[config.mk]
export PLATFORM = sky130hd
export DESIGN_NAME = nor_cmd_if
export DESIGN_NICKNAME = d
export VERILOG_FILES = /design/src/rtl/nor_cmd_pkg.sv /design/src/rtl/nor_cmd_ctrl.sv /design/src/rtl/nor_cmd_array.sv /design/src/rtl/nor_cmd_if.sv
export SDC_FILE = /design/constraint.sdc
export NUM_CORES = 1
export LEC_CHECK = 0
export CELL_PAD_IN_SITES_DETAIL_PLACEMENT = 1
export CELL_PAD_IN_SITES_GLOBAL_PLACEMENT = 1
export CORE_MARGIN = 5
export CORE_UTILIZATION = 30
export CTS_CLUSTER_SIZE = 14
export DETAILED_ROUTE_END_ITERATION = 8
export MAX_ROUTING_LAYER = met4
export PLACE_DENSITY_LB_ADDON = 0.1
export REMOVE_ABC_BUFFERS = 1
export SKIP_CTS_REPAIR_TIMING = 1
export SLEW_MARGIN = 20
export SYNTH_ARGS = -nofsm -noshare
export SYNTH_HDL_FRONTEND = slang
export SYNTH_HIERARCHICAL = 1
export SYNTH_SLANG_ARGS = --single-unit
[constraint.sdc]
create_clock -name clk -period 4.2 [get_ports clk]
set_input_delay 1.05 -clock clk [delete_from_list [all_inputs] [get_ports clk]]
set_output_delay 1.05 -clock clk [all_outputs]
set_load 0.1 [all_outputs]
[src/rtl/nor_cmd_pkg.sv]
package nor_cmd_pkg;
  typedef enum logic [2:0] {
    M_READ, M_U1, M_U2, M_PROG, M_AUTO, M_BYP, M_BPROG, M_BEXIT
  } mode_e;

  typedef struct packed {
    logic progEn;
    logic idMode;
  } ctrl_t;

  localparam logic [10:0] UNLOCK_A = 11'h555;
  localparam logic [10:0] UNLOCK_B = 11'h2AA;
  localparam logic [7:0] CMD_K1    = 8'hAA;
  localparam logic [7:0] CMD_K2    = 8'h55;
  localparam logic [7:0] CMD_ID    = 8'h90;
  localparam logic [7:0] CMD_PROG  = 8'hA0;
  localparam logic [7:0] CMD_BYP   = 8'h20;
  localparam logic [7:0] CMD_RST   = 8'hF0;
  localparam logic [7:0] CMD_BEXIT = 8'h00;
endpackage

[src/rtl/nor_cmd_ctrl.sv]
module nor_cmd_ctrl
  import nor_cmd_pkg::*;
#(
  parameter int ADDR_W = 11,
  parameter int DATA_W = 8
) (
  input  logic              clk,
  input  logic              rstN,
  input  logic              ceN,
  input  logic              oeN,
  input  logic              weN,
  input  logic [ADDR_W-1:0] addr,
  input  logic [DATA_W-1:0] dataIn,
  output ctrl_t             strb,
  output mode_e             curMode
);
  logic wrCyc, atA, atB;
  logic [7:0] cmd;
  mode_e nxtMode;

  assign wrCyc = !ceN && !weN && oeN;
  assign cmd   = dataIn[7:0];
  assign atA   = addr[10:0] == UNLOCK_A;
  assign atB   = addr[10:0] == UNLOCK_B;

  always_comb begin
    nxtMode = curMode;
    if (wrCyc) begin
      unique case (curMode)
        M_READ:  nxtMode = (atA && cmd == CMD_K1) ? M_U1 : M_READ;
        M_U1:    nxtMode = (atB && cmd == CMD_K2) ? M_U2 : M_READ;
        M_U2: begin
          if (atA && cmd == CMD_ID)        nxtMode = M_AUTO;
          else if (atA && cmd == CMD_PROG) nxtMode = M_PROG;
          else if (atA && cmd == CMD_BYP)  nxtMode = M_BYP;
          else                             nxtMode = M_READ;
        end
        M_PROG:  nxtMode = M_READ;
        M_AUTO:  nxtMode = (cmd == CMD_RST) ? M_READ : M_AUTO;
        M_BYP: begin
          if (cmd == CMD_PROG)    nxtMode = M_BPROG;
          else if (cmd == CMD_ID) nxtMode = M_BEXIT;
          else                    nxtMode = M_BYP;
        end
        M_BPROG: nxtMode = M_BYP;
        M_BEXIT: nxtMode = (cmd == CMD_BEXIT) ? M_READ : M_BYP;
        default: nxtMode = M_READ;
      endcase
    end
  end

  always_ff @(posedge clk or negedge rstN) begin
    if (!rstN) curMode <= M_READ;
    else       curMode <= nxtMode;
  end

  always_comb begin
    strb.idMode = curMode == M_AUTO;
    strb.progEn = wrCyc && ((curMode == M_PROG && cmd != CMD_RST) || curMode == M_BPROG);
  end
endmodule

[src/rtl/nor_cmd_array.sv]
module nor_cmd_array
  import nor_cmd_pkg::*;
#(
  parameter int ADDR_W = 11,
  parameter int DATA_W = 8,
  parameter int DEPTH  = 64,
  parameter logic [DATA_W-1:0] MFR_ID = 'h01,
  parameter logic [DATA_W-1:0] DEV_ID = 'h7E
) (
  input  logic              clk,
  input  logic              rstN,
  input  logic              ceN,
  input  logic              oeN,
  input  logic              weN,
  input  logic [ADDR_W-1:0] addr,
  input  logic [DATA_W-1:0] dataIn,
  input  ctrl_t             strb,
  output logic [DATA_W-1:0] dataOut,
  output logic              dataOutEn
);
  localparam int IDX_W = $clog2(DEPTH);

  logic [DATA_W-1:0] mem [DEPTH];
  logic [IDX_W-1:0]  idx;
  logic [DATA_W-1:0] idWord, rdWord;

  assign idx = addr[IDX_W-1:0];

  always_ff @(posedge clk or negedge rstN) begin
    if (!rstN) begin
      for (int i = 0; i < DEPTH; i++) mem[i] <= '1;
    end else if (strb.progEn) begin
      mem[idx] <= mem[idx] & dataIn;
    end
  end

  always_comb begin
    if (addr == ADDR_W'(0))      idWord = MFR_ID;
    else if (addr == ADDR_W'(1)) idWord = DEV_ID;
    else                         idWord = '0;
    rdWord    = strb.idMode ? idWord : mem[idx];
    dataOutEn = !ceN && !oeN && weN;
    dataOut   = dataOutEn ? rdWord : '0;
  end
endmodule

[src/rtl/nor_cmd_if.sv]
module nor_cmd_if
  import nor_cmd_pkg::*;
#(
  parameter int ADDR_W = 11,
  parameter int DATA_W = 8,
  parameter int DEPTH  = 64,
  parameter logic [DATA_W-1:0] MFR_ID = 'h01,
  parameter logic [DATA_W-1:0] DEV_ID = 'h7E
) (
  input  logic              clk,
  input  logic              rstN,
  input  logic              ceN,
  input  logic              oeN,
  input  logic              weN,
  input  logic [ADDR_W-1:0] addr,
  input  logic [DATA_W-1:0] dataIn,
  output logic [DATA_W-1:0] dataOut,
  output logic              dataOutEn
);
  ctrl_t ctlStrb;
  mode_e curMode;

  nor_cmd_ctrl #(.ADDR_W(ADDR_W), .DATA_W(DATA_W)) u_ctrl (
    .clk(clk), .rstN(rstN), .ceN(ceN), .oeN(oeN), .weN(weN),
    .addr(addr), .dataIn(dataIn), .strb(ctlStrb), .curMode(curMode)
  );

  nor_cmd_array #(
    .ADDR_W(ADDR_W), .DATA_W(DATA_W), .DEPTH(DEPTH),
    .MFR_ID(MFR_ID), .DEV_ID(DEV_ID)
  ) u_array (
    .clk(clk), .rstN(rstN), .ceN(ceN), .oeN(oeN), .weN(weN),
    .addr(addr), .dataIn(dataIn), .strb(ctlStrb),
    .dataOut(dataOut), .dataOutEn(dataOutEn)
  );
endmodule

# After elaboration in Yosys (flattened, before gate mapping)
# Cells that the tools add are included.
# W data, S select, Z words.
# classes
magnitude_cmp	2
n_reduce_logical	19
n_eq_ne	17
bitwise_logic	2
mux	20
# op_table
operator	count
$bwmux W512	1
$bmux W8 S6	1
$demux W8 S6	1
$mux W8	6
$eq A8 B8 Y1 const B	4
$pmux W3 S8	1
$mux W3	6
$eq A3 B3 Y1 const B	4
$logic_and A1 B1 Y1	12
$eq A11 B1 Y1 const B	1
$eq A11 B10 Y1 const B	1
$eq A11 B11 Y1 const B	1
$logic_not A11 Y1	1
$and A8 B8 Y8	1
$eq A8 B6 Y1 const B	1
$eq A8 B7 Y1 const B	1
$logic_not A8 Y1	1
$ne A8 B8 Y1 const B	1
$ge A7 B7 Y1 const B	1
$lt A7 B1 Y1 const B	1
$mux W7	1
$not A6 Y7	1
$eq A3 B2 Y1 const B	2
$mux W2	2
5 further kinds	7
# word_totals
regBits	515
out_inout_bits	9

# Depth between registers and ports, before layout
# Gate-level depths: netlist (run 1).
# logic_depth
ltp_word	6
ltp_mapped	12

# By module
# The synthesis (run 1) kept the hierarchy.
# by_module_without_submodules
mod	instances	area_per_inst_um2	seq_area_each_um2	cells_per_inst
nor_cmd_array	1	24059.3	13452.9	2197
nor_cmd_ctrl	1	431.7	75.1	57

# Worst setup path after synthesis (run 1)
# No wires, ideal clock.
# synth_timing
path_type	input to output
from	input port ceN
to	output port dataOut[0]
path_buffers	0
stages	3
arrival_time_ps	6264
t_required_ps	3150
setup_slack_ps	-3114
cell_sequence	nor3b_1 > o211ai_1 > a211oi_1
# synth_via
elab_chain_len	4
# synth_rtl
element	line_no	source
start, declared	nor_cmd_if.sv:12	input logic ceN,
$logic_not A1 Y1	nor_cmd_array.sv:42	dataOutEn = !ceN && !oeN && weN;
$logic_and A1 B1 Y1 (2 in series)	nor_cmd_array.sv:42	
$mux W8	nor_cmd_array.sv:43	dataOut = dataOutEn ? rdWord : '0;
end, declared	nor_cmd_if.sv:17	output logic [DATA_W-1:0] dataOut,
# Every way passes these cells.

# Worst setup path after layout (run 1)
# layout_timing
from	input port addr[0]
to	output port dataOut[3]
# layout_via
elab_chain_len	6
# layout_rtl
element	line_no	source
start, declared	nor_cmd_if.sv:15	input logic [ADDR_W-1:0] addr,
$not A6 Y7 (not written as such)	nor_cmd_array.sv:41	rdWord = strb.idMode ? idWord : mem[idx];
$bmux W8 S6	nor_cmd_array.sv:41	
$mux W8 (not written as such) (2 in series)	nor_cmd_array.sv:41	
$mux W8 *	nor_cmd_array.sv:41	
$mux W8 *	nor_cmd_array.sv:43	
# Every way passes the cells marked *; elsewhere a longest branch is shown, timed or not. The select of a mux whose other input is x is not followed.

==> qor.yml, run 1 <==
grt:
  grt_pass1_vias: 19694
  grt_start_max_net_pins: 88
  grt_first_pass_wirelength_um: 131000
  grt-ovfl-total: 0
  grt_usage: 0.203
  grt_antenna_before_repair: 1
route:
  top_layer: "met4"
  drc: 0
  ant_nets: 0
  via_per_inst: 5.17
  met2_length_um: 40400
  drtIter0Drc: 919
  met1Wirelength_um: 41100
  wl_met3_um: 3840
  wire_per_inst_um: 24.5
  first_pass_iters: 5
  wirelength_um: 87600
  vias: 18490
clock_tree:
  cts_buffers: 60
  insertion_delay_ns: 0.63
  cts_sinks: 515
  cts-root-buf: "clkbuf_16"
  cts_htree_levels: 2
  clkTransAtPathRegs_ns: 0.06
  cts_tree: "built"
  max-clock-path-buffers: 3
layout:
  nets: 2489
  multi_input_area_sq_um: 10300
  fill_cells: 8782
  drive_gt1_frac: 0.424
  syn_to_final_growth_pct: 23.1
  final-seq-area_sq_um: 13500
  fin_util: 0.373
min_path:
  hp-class: "reg -> reg"
place:
  io_buffers: 32
  gp_congestion: 0.865
  hpwlAfterDp_um: 60100
  place_ws_ns: -0.328
floorplan:
  num_rows: 104
  dieArea_sq_um: 87500
  die_x_um: 296
  die_h_um: 296
  core_area_sq_um: 80800
  initial_utilization: 0.303
  io_pins: 33
setup_path:
  worstSetupStartpointType: "input pin"
  worst_ep_arrival_time_ns: 3.27
  endpoint_kind: "primary output"
  required_ns: 3.15
  worstSetupPathType: "in -> out"
  path_max_fanout: 8
synth:
  ys_async_sr_fraction: 1.00
  synth_area_leaders: "dfstp_2 55%, o21ai_0 10%, nand2_1 9.2%, mux4_2 4.8%, mux4_1 4.5%"
  synth_ff_type: "dfstp_2"
  synth_area_per_cell_sq_um: 10.9
  ys_ff_latch: 515
  ys_seq_area_frac: 0.552
  yosysWarnings: 6
  synth_area_sq_um: 24500
  synth-edff-count: 0
  yosysUniqueCellTypes: 65
  syn_inst: 2254
  yosysTopAreaCellShare: 0.549
  synth_top_area_cell: "dfstp_2"
sta:
  whs_ns: 0.467
  rsz0062_at_grt: "yes"
  setup_viol: 6
  worst_slack_ns: -0.124
  relSlewSlack: 0.441
  layout_min_cycle_time_ns: 4.32
  hold_viol: 0
  finalCritPeriodShare: 1.03
  worst_pin_slew_ns: 0.838
  skew_ns: 0.0149
  report.final.slew_viol_count: 0
  max_freq_ghz: 0.231
pwr:
  powerDensity_nw_per_um2: 384
  ir_worst_vdd_v: 0.000241
  p_total_uw: 11600
  p_leak_uw: 0.0110
flow_run:
  cap_violations: 0
status:
  status: "finished with violations"
  violations: "negative setup slack"
==> cell type report <==
type	instances	share of cell area
antenna	1	0.0000830
inverter	8	0.000996
sequential	515	0.449
multi-input combinational	1584	0.340
clock inverter	26	0.0114
clock buffer	87	0.0598
timing repair buffer	296	0.0948
tap	1060	0.0440
==> layout by cell type (no fill, tap or decap), types with 9 or more instances in the layout <==
cell / Yosys / routed
a21oi_1: 12 / 11
a22o_1: 29 / 29
buf_12: 5 / 30
buf_4: 9 / 227
buf_6: 14 / 9
clkbuf_16: 0 / 66
clkbuf_8: 0 / 18
clkdlybuf4s50_1: 0 / 17
clkinv_2: 0 / 14
dfstp_2: 512 / 512
mux2_2: 44 / 44
mux2i_1: 64 / 60
mux4_1: 42 / 41
mux4_2: 52 / 53
nand2_1: 600 / 600
nand2b_1: 10 / 9
nand3_1: 24 / 23
nand3_2: 10 / 11
nand4_1: 10 / 10
nor2_1: 28 / 26
o21ai_0: 493 / 488
o21ai_1: 20 / 20
o21ai_2: 8 / 13
o22ai_1: 30 / 27
==> metrics by stage <==
stage               std cells  cell area (sq um)  setup TNS (ns)
floorplan                2107              23600          -21.36
global placement         3433              27500           -1.40
detailed placement       3434              27500           -1.51
CTS                      3547              29600           -1.63
global route             3576              30200          -0.640
finish                   3577              30200          -0.358
==> state kept, by name, indices dropped and copies added (netlist names) <==
name and flops:
u_array/mem 512, u_ctrl/curMode 3
==> Yosys cell counts (9+ instances only) <==
library cell and count:
a22o_1 29, nor2_1 28, buf_6 14, nand4_1 10, o21ai_0 493, mux4_1 42
buf_4 9, dfstp_2 512, clkbuf_1 81, nand2_1 600, o21ai_1 20, mux2_2 44
nand2b_1 10, mux4_2 52, mux2i_1 64, o22ai_1 30, a21oi_1 12, nand3_2 10
nor2b_1 11, nand3_1 24, buf_2 27
==> logic make-up (layout without fill, tap and decap cells) <==
family,after synthesis,count (layout),synth area share
mux,202,202,0.139
buf+inv,155,417,0.0358
other cells,0,1,0
compound gates,626,626,0.139
simple gates,756,756,0.133
flops,515,515,0.552
==> worst max-delay path: stages <==
cell       delay, ns
buf_16          0.14
buf_12          0.14
nor2b_4         0.12
clkbuf_16       0.18
buf_12          0.14
a22o_1          0.23
o21ai_1         0.12
buf_4           0.14
nand4_1         0.33
o211ai_1        0.41
buf_12          0.24
==> report_power, final <==
part / switching [uW] / internal (uW)
registers: 39.4 / 5020
logic: 536 / 339
clock network: 2180 / 3460
total: 2760 / 8820
==> layer usage <==
metal  vias up  GRT usage
li1       8415          -
met1      9606      0.281
met2       355      0.323
met3       114     0.0292
met4         0     0.0432
met5         -          -
==> worst paths after layout <==
kind | from | end | slack [ns] | depth (start not counted)
max | addr[0] | dataOut[3] | -0.12 | 11
min | u_array/mem[237] | u_array/mem[237] | 0.47 | 2
max reg2reg | u_ctrl/curMode[2] | u_array/mem[233] | 1.45 | 10
min reg2reg | u_array/mem[237] | u_array/mem[237] | 0.47 | 2
max in group asynchronous | rstN | u_array/mem[30] | 2.76 | 2
min in group asynchronous | rstN | u_array/mem[473] | 0.89 | 1
Note: power is estimated with default switching activity, not from simulation.
==> run 2, diff against run 1 <==
- clock period: 4.2 -> 5.1 ns (I/O delays scaled with it)
==> qor.yml, run 2 (synthesized netlist as in run 1, its figures left out) <==
status:
  status: "completed"
layout:
  regMostFlops: "u_array/mem"
  fin_cells: 3430
  stdcell_area_sq_um: 28400
  mostFrequentLayoutCells: "600 x nand2_1, 512 x dfstp_2, 491 x o21ai_0"
  fill_cells: 8857
  largest_register_ffs: 512
  nets: 2349
  syn_to_final_growth_pct: 16.0
  layout_commonest_cell: "nand2_1"
  final-seq-area_sq_um: 13500
  drive_gt1_frac: 0.370
  multi_input_area_sq_um: 10100
  reg_top3: "u_array/mem x512, u_ctrl/curMode x3"
sta:
  setup_viol: 0
  relSlewSlack: 0.349
  skew_ns: 0.0184
  worst_pin_slew_ns: 0.976
  max_freq_ghz: 0.199
  hold_viol: 0
  report.final.slew_viol_count: 0
  finalCritPeriodShare: 0.987
  rsz0062_at_grt: "no"
  layout_min_cycle_time_ns: 5.03
floorplan:
  dieArea_sq_um: 87500
  io_pins: 33
  die_x_um: 296
  die_h_um: 296
  initial_utilization: 0.303
  core_area_sq_um: 80800
  num_rows: 104
pwr:
  p_sw_uw: 2170
  ir_worst_vdd_v: 0.000286
  switching_share: 0.242
  pwr-share-comb: 0.067
  p_total_uw: 8950
  powerDensity_nw_per_um2: 315
  p_int_uw: 6780
  power_frac_clock: 0.467
  seqPwrFrac: 0.466
  p_leak_uw: 0.0101
flow_run:
  cap_violations: 0
min_path:
  min_to: "u_array/mem[237]"
  min_path_cells: 2
  worstHoldStart: "u_array/mem[237]"
  hp-class: "reg -> reg"
route:
  ant_nets: 0
  drtIter0Drc: 1109
  top_layer: "met4"
  vias: 17941
  met2_length_um: 38700
  wl_met3_um: 4230
  drc: 0
  met1Wirelength_um: 40600
  first_pass_iters: 5
  wire_per_inst_um: 25.1
  wirelength_um: 86000
  via_per_inst: 5.23
grt:
  grt_first_pass_wirelength_um: 129000
  grt_start_max_net_pins: 106
  grt_usage: 0.201
  grt_antenna_before_repair: 1
  grt_pass1_vias: 19151
  grt-ovfl-total: 0
setup_path:
  path_max_fanout: 19
  r2r_slack_ns: 2.07
  worstSetupPathType: "in -> out"
  startpoint: "addr[5]"
  worstSetupStartpointType: "input pin"
  r2r_end: "u_array/mem[180]"
  reg2regPathDepth: 8
  worst_ep_arrival_time_ns: 3.76
  r2r-start: "u_ctrl/curMode[2]"
  required_ns: 3.83
  endpoint_kind: "primary output"
clock_tree:
  insertion_delay_ns: 0.63
  max-clock-path-buffers: 3
  cts-root-buf: "clkbuf_16"
  clkTransAtPathRegs_ns: 0.06
  cts_tree: "built"
  cts_buffers: 60
  cts_sinks: 515
  cts_htree_levels: 2
place:
  hpwlAfterDp_um: 57400
  io_buffers: 32
  gp_congestion: 0.855
  dpl_cell_area_sq_um: 26500
  placed_cells: 3323
run 2: layer usage:
layer | vias to the layer above | GRT usage
li1 | 8119 | -
met2 | 363 | 0.306
met3 | 135 | 0.0344
met1 | 9324 | 0.279
met4 | 0 | 0.0556
met5 | - | -
run 2: worst max-delay path, cell delays in order:
cell	delay [ns]
clkdlybuf4s50_1	0.59
buf_4	0.31
nor2_1	0.26
and2_1	0.34
nand4_1	0.38
o211ai_1	0.36
buf_12	0.23
run 2: area by class of cell:
cell class | instances | share of cell area
clock inverters | 10 | 0.00300
well taps | 1060 | 0.0467
clock buffers | 96 | 0.0637
inverters | 8 | 0.00106
diodes | 1 | 0.0000881
flip-flops and latches | 515 | 0.476
multi-input cells | 1584 | 0.355
repair buffers | 156 | 0.0539
run 2: worst max-delay path by stage:
stage | end
floorplan | dataOut[0]
global placement | dataOut[7]
detailed placement | dataOut[0]
CTS | dataOut[0]
global route | dataOut[3]
finish | dataOut[2]
run 2: power by group through the flow:
stage	Combinational [uW]	Clock (uW)	Sequential (uW)
2_1_floorplan	213	0	4220
3_3_place_gp	595	0	4230
3_5_place_dp	600	0	4230
4_1_cts	602	4350	4170
5_1_grt	644	4520	4170
6_report	598	4180	4170
run 2: through the flow:
| stage | utilization | setup slack [ns] | hold slack (ns) | setup TNS (ns) |
|---|---|---|---|---|
| 5_1_grt | 0.351 | 0.0136 | 0.486 | 0 |
| 3_5_place_dp | 0.328 | 0.00170 | 0.457 | 0 |
| 4_1_cts | 0.351 | 0.000433 | 0.465 | 0 |
| 2_1_floorplan | - | -2.66 | 0.441 | -17.31 |
| 6_report | 0.351 | 0.0687 | 0.463 | 0 |
| 3_3_place_gp | 0.328 | -0.0258 | 0.451 | -0.0258 |
==> run 3, diff against run 2 <==
- SKIP_LAST_GASP: default -> 1
- TNS_END_PERCENT: default -> 10
- clock period: 5.1 -> 6.2 ns (I/O delays scaled with it)
==> qor.yml, run 3 (synthesized netlist as in run 1, its figures left out) <==
route:
  first_pass_iters: 5
  top_layer: "met4"
  drtIter0Drc: 892
  wirelength_um: 86900
  wire_per_inst_um: 25.6
  via_per_inst: 5.21
  vias: 17692
  drc: 0
  met1Wirelength_um: 40900
  ant_nets: 0
  met2_length_um: 40600
  wl_met3_um: 3340
layout:
  largest_register_ffs: 512
  drive_gt1_frac: 0.363
  nets: 2315
  reg_top3: "u_array/mem x512, u_ctrl/curMode x3"
  regMostFlops: "u_array/mem"
  layout_commonest_cell: "nand2_1"
  mostFrequentLayoutCells: "600 x nand2_1, 512 x dfstp_2, 492 x o21ai_0"
  syn_to_final_growth_pct: 15.0
floorplan:
  io_pins: 33
  dieArea_sq_um: 87500
  initial_utilization: 0.303
  die_x_um: 296
  num_rows: 104
  die_h_um: 296
  core_area_sq_um: 80800
sta:
  worst_slack_ns: 0.266
  max_freq_ghz: 0.169
  report.final.slew_viol_count: 0
  skew_ns: 0.0151
  setup_viol: 0
  setup-tns-final_ns: 0
  whs_ns: 0.463
  hold_viol: 0
  worst_pin_slew_ns: 0.934
  relSlewSlack: 0.370
  finalCritPeriodShare: 0.957
  layout_min_cycle_time_ns: 5.93
  rsz0062_at_grt: "no"
setup_path:
  reg2regPathDepth: 8
  cp_cell_sequence: "clkdlybuf4s50_1 > buf_4 > nand2_1 > nor3_1 > nor4_1 > a211oi_1 > buf_4 > buf_12"
  crit_path_max_incr_delay_ns: 0.86
  cp.depth: 8
  worstSetupPathType: "in -> out"
  crit_buf_inv: 4
  path_max_fanout: 14
  endpoint_kind: "primary output"
  worst_ep_arrival_time_ns: 4.38
  cp_slowest_cell: "clkdlybuf4s50_1"
  critPathTopFamily: "buffers and inverters"
  required_ns: 4.65
  worstSetupStartpointType: "input pin"
  cpMostUsedCell: "buf_4"
clock_tree:
  cts_tree: "built"
  clkTransAtPathRegs_ns: 0.06
  max-clock-path-buffers: 3
  cts_sinks: 515
  cts_htree_levels: 2
  cts-root-buf: "clkbuf_16"
  insertion_delay_ns: 0.63
  cts_buffers: 61
min_path:
  min_path_cells: 2
  hp-class: "reg -> reg"
pwr:
  p_total_uw: 7530
  p_leak_uw: 0.00995
  powerDensity_nw_per_um2: 267
  ir_worst_vdd_v: 0.000212
place:
  io_buffers: 32
  gp_congestion: 0.862
  hpwlAfterDp_um: 57400
  place_ws_ns: 0.316
status:
  status: "completed"
grt:
  grt_start_max_net_pins: 163
  grt_usage: 0.203
  grt_first_pass_wirelength_um: 129000
  grt_pass1_vias: 19055
  grt_antenna_before_repair: 3
  grt-ovfl-total: 0
flow_run:
  cap_violations: 0
-- run 3: cell types whose count changed in the layout (fill, tap and decap cells not counted), sizes merged --
cell,change
buf,-35
bufinv,+4
clkbuf,-5
clkinv,+1
diode,+3
inv,+1
-- run 3: cell type report --
class,instances,area (sq um)
clock buffers,91,1790
inverters,8,30.0
flip-flops and latches,515,13500
fillers,8843,52600
diodes,4,10.0
clock inverters,16,223
repair buffers,121,1170
well taps,1060,1330
multi-input cells,1584,10100
-- run 3: report_power, final --
part           total, uW  internal [uW]  leakage (uW)  switching, uW
Sequential          3430           3400       0.00531           26.1
Clock               3630           2180      0.000989           1450
Combinational        466            138       0.00365            328
-- run 3: worst paths after layout --
| check | start | to | slack (ns) |
|---|---|---|---|
| setup / recovery | addr[4] | dataOut[0] | 0.27 |
| setup reg to reg | u_ctrl/curMode[2] | u_array/mem[233] | 3.04 |
| hold reg to reg | u_array/mem[235] | u_array/mem[235] | 0.46 |
| min in group asynchronous | rstN | u_array/mem[498] | 1.30 |
| max in group asynchronous | rstN | u_ctrl/curMode[1] | 3.83 |
| hold / removal | u_array/mem[235] | u_array/mem[235] | 0.46 |
-- run 3: stage by stage --
step                      utilization  instances  instance area [sq um]
after floorplan                     -       2107                  23600
after global placement          0.323       3288                  26100
after detailed placement        0.324       3288                  26100
after CTS                       0.348       3395                  28200
after global routing            0.348       3397                  28200
final                           0.349       3399                  28200
-- run 3: worst reg2reg max path, delay by kind of cell, from the launching register on --
kind	cells	cell delay (ns)
flip-flops	1	0.44
buffers and inverters	1	0.17
AND/OR/NAND/NOR	4	1.88
AO/OA/AOI/OAI	3	0.59
-- run 3: metal layers --
metal | vias up | GRT usage
met5 | - | -
met4 | 0 | 0.0470
met3 | 109 | 0.0337
met2 | 271 | 0.326
met1 | 9236 | 0.273
li1 | 8076 | -
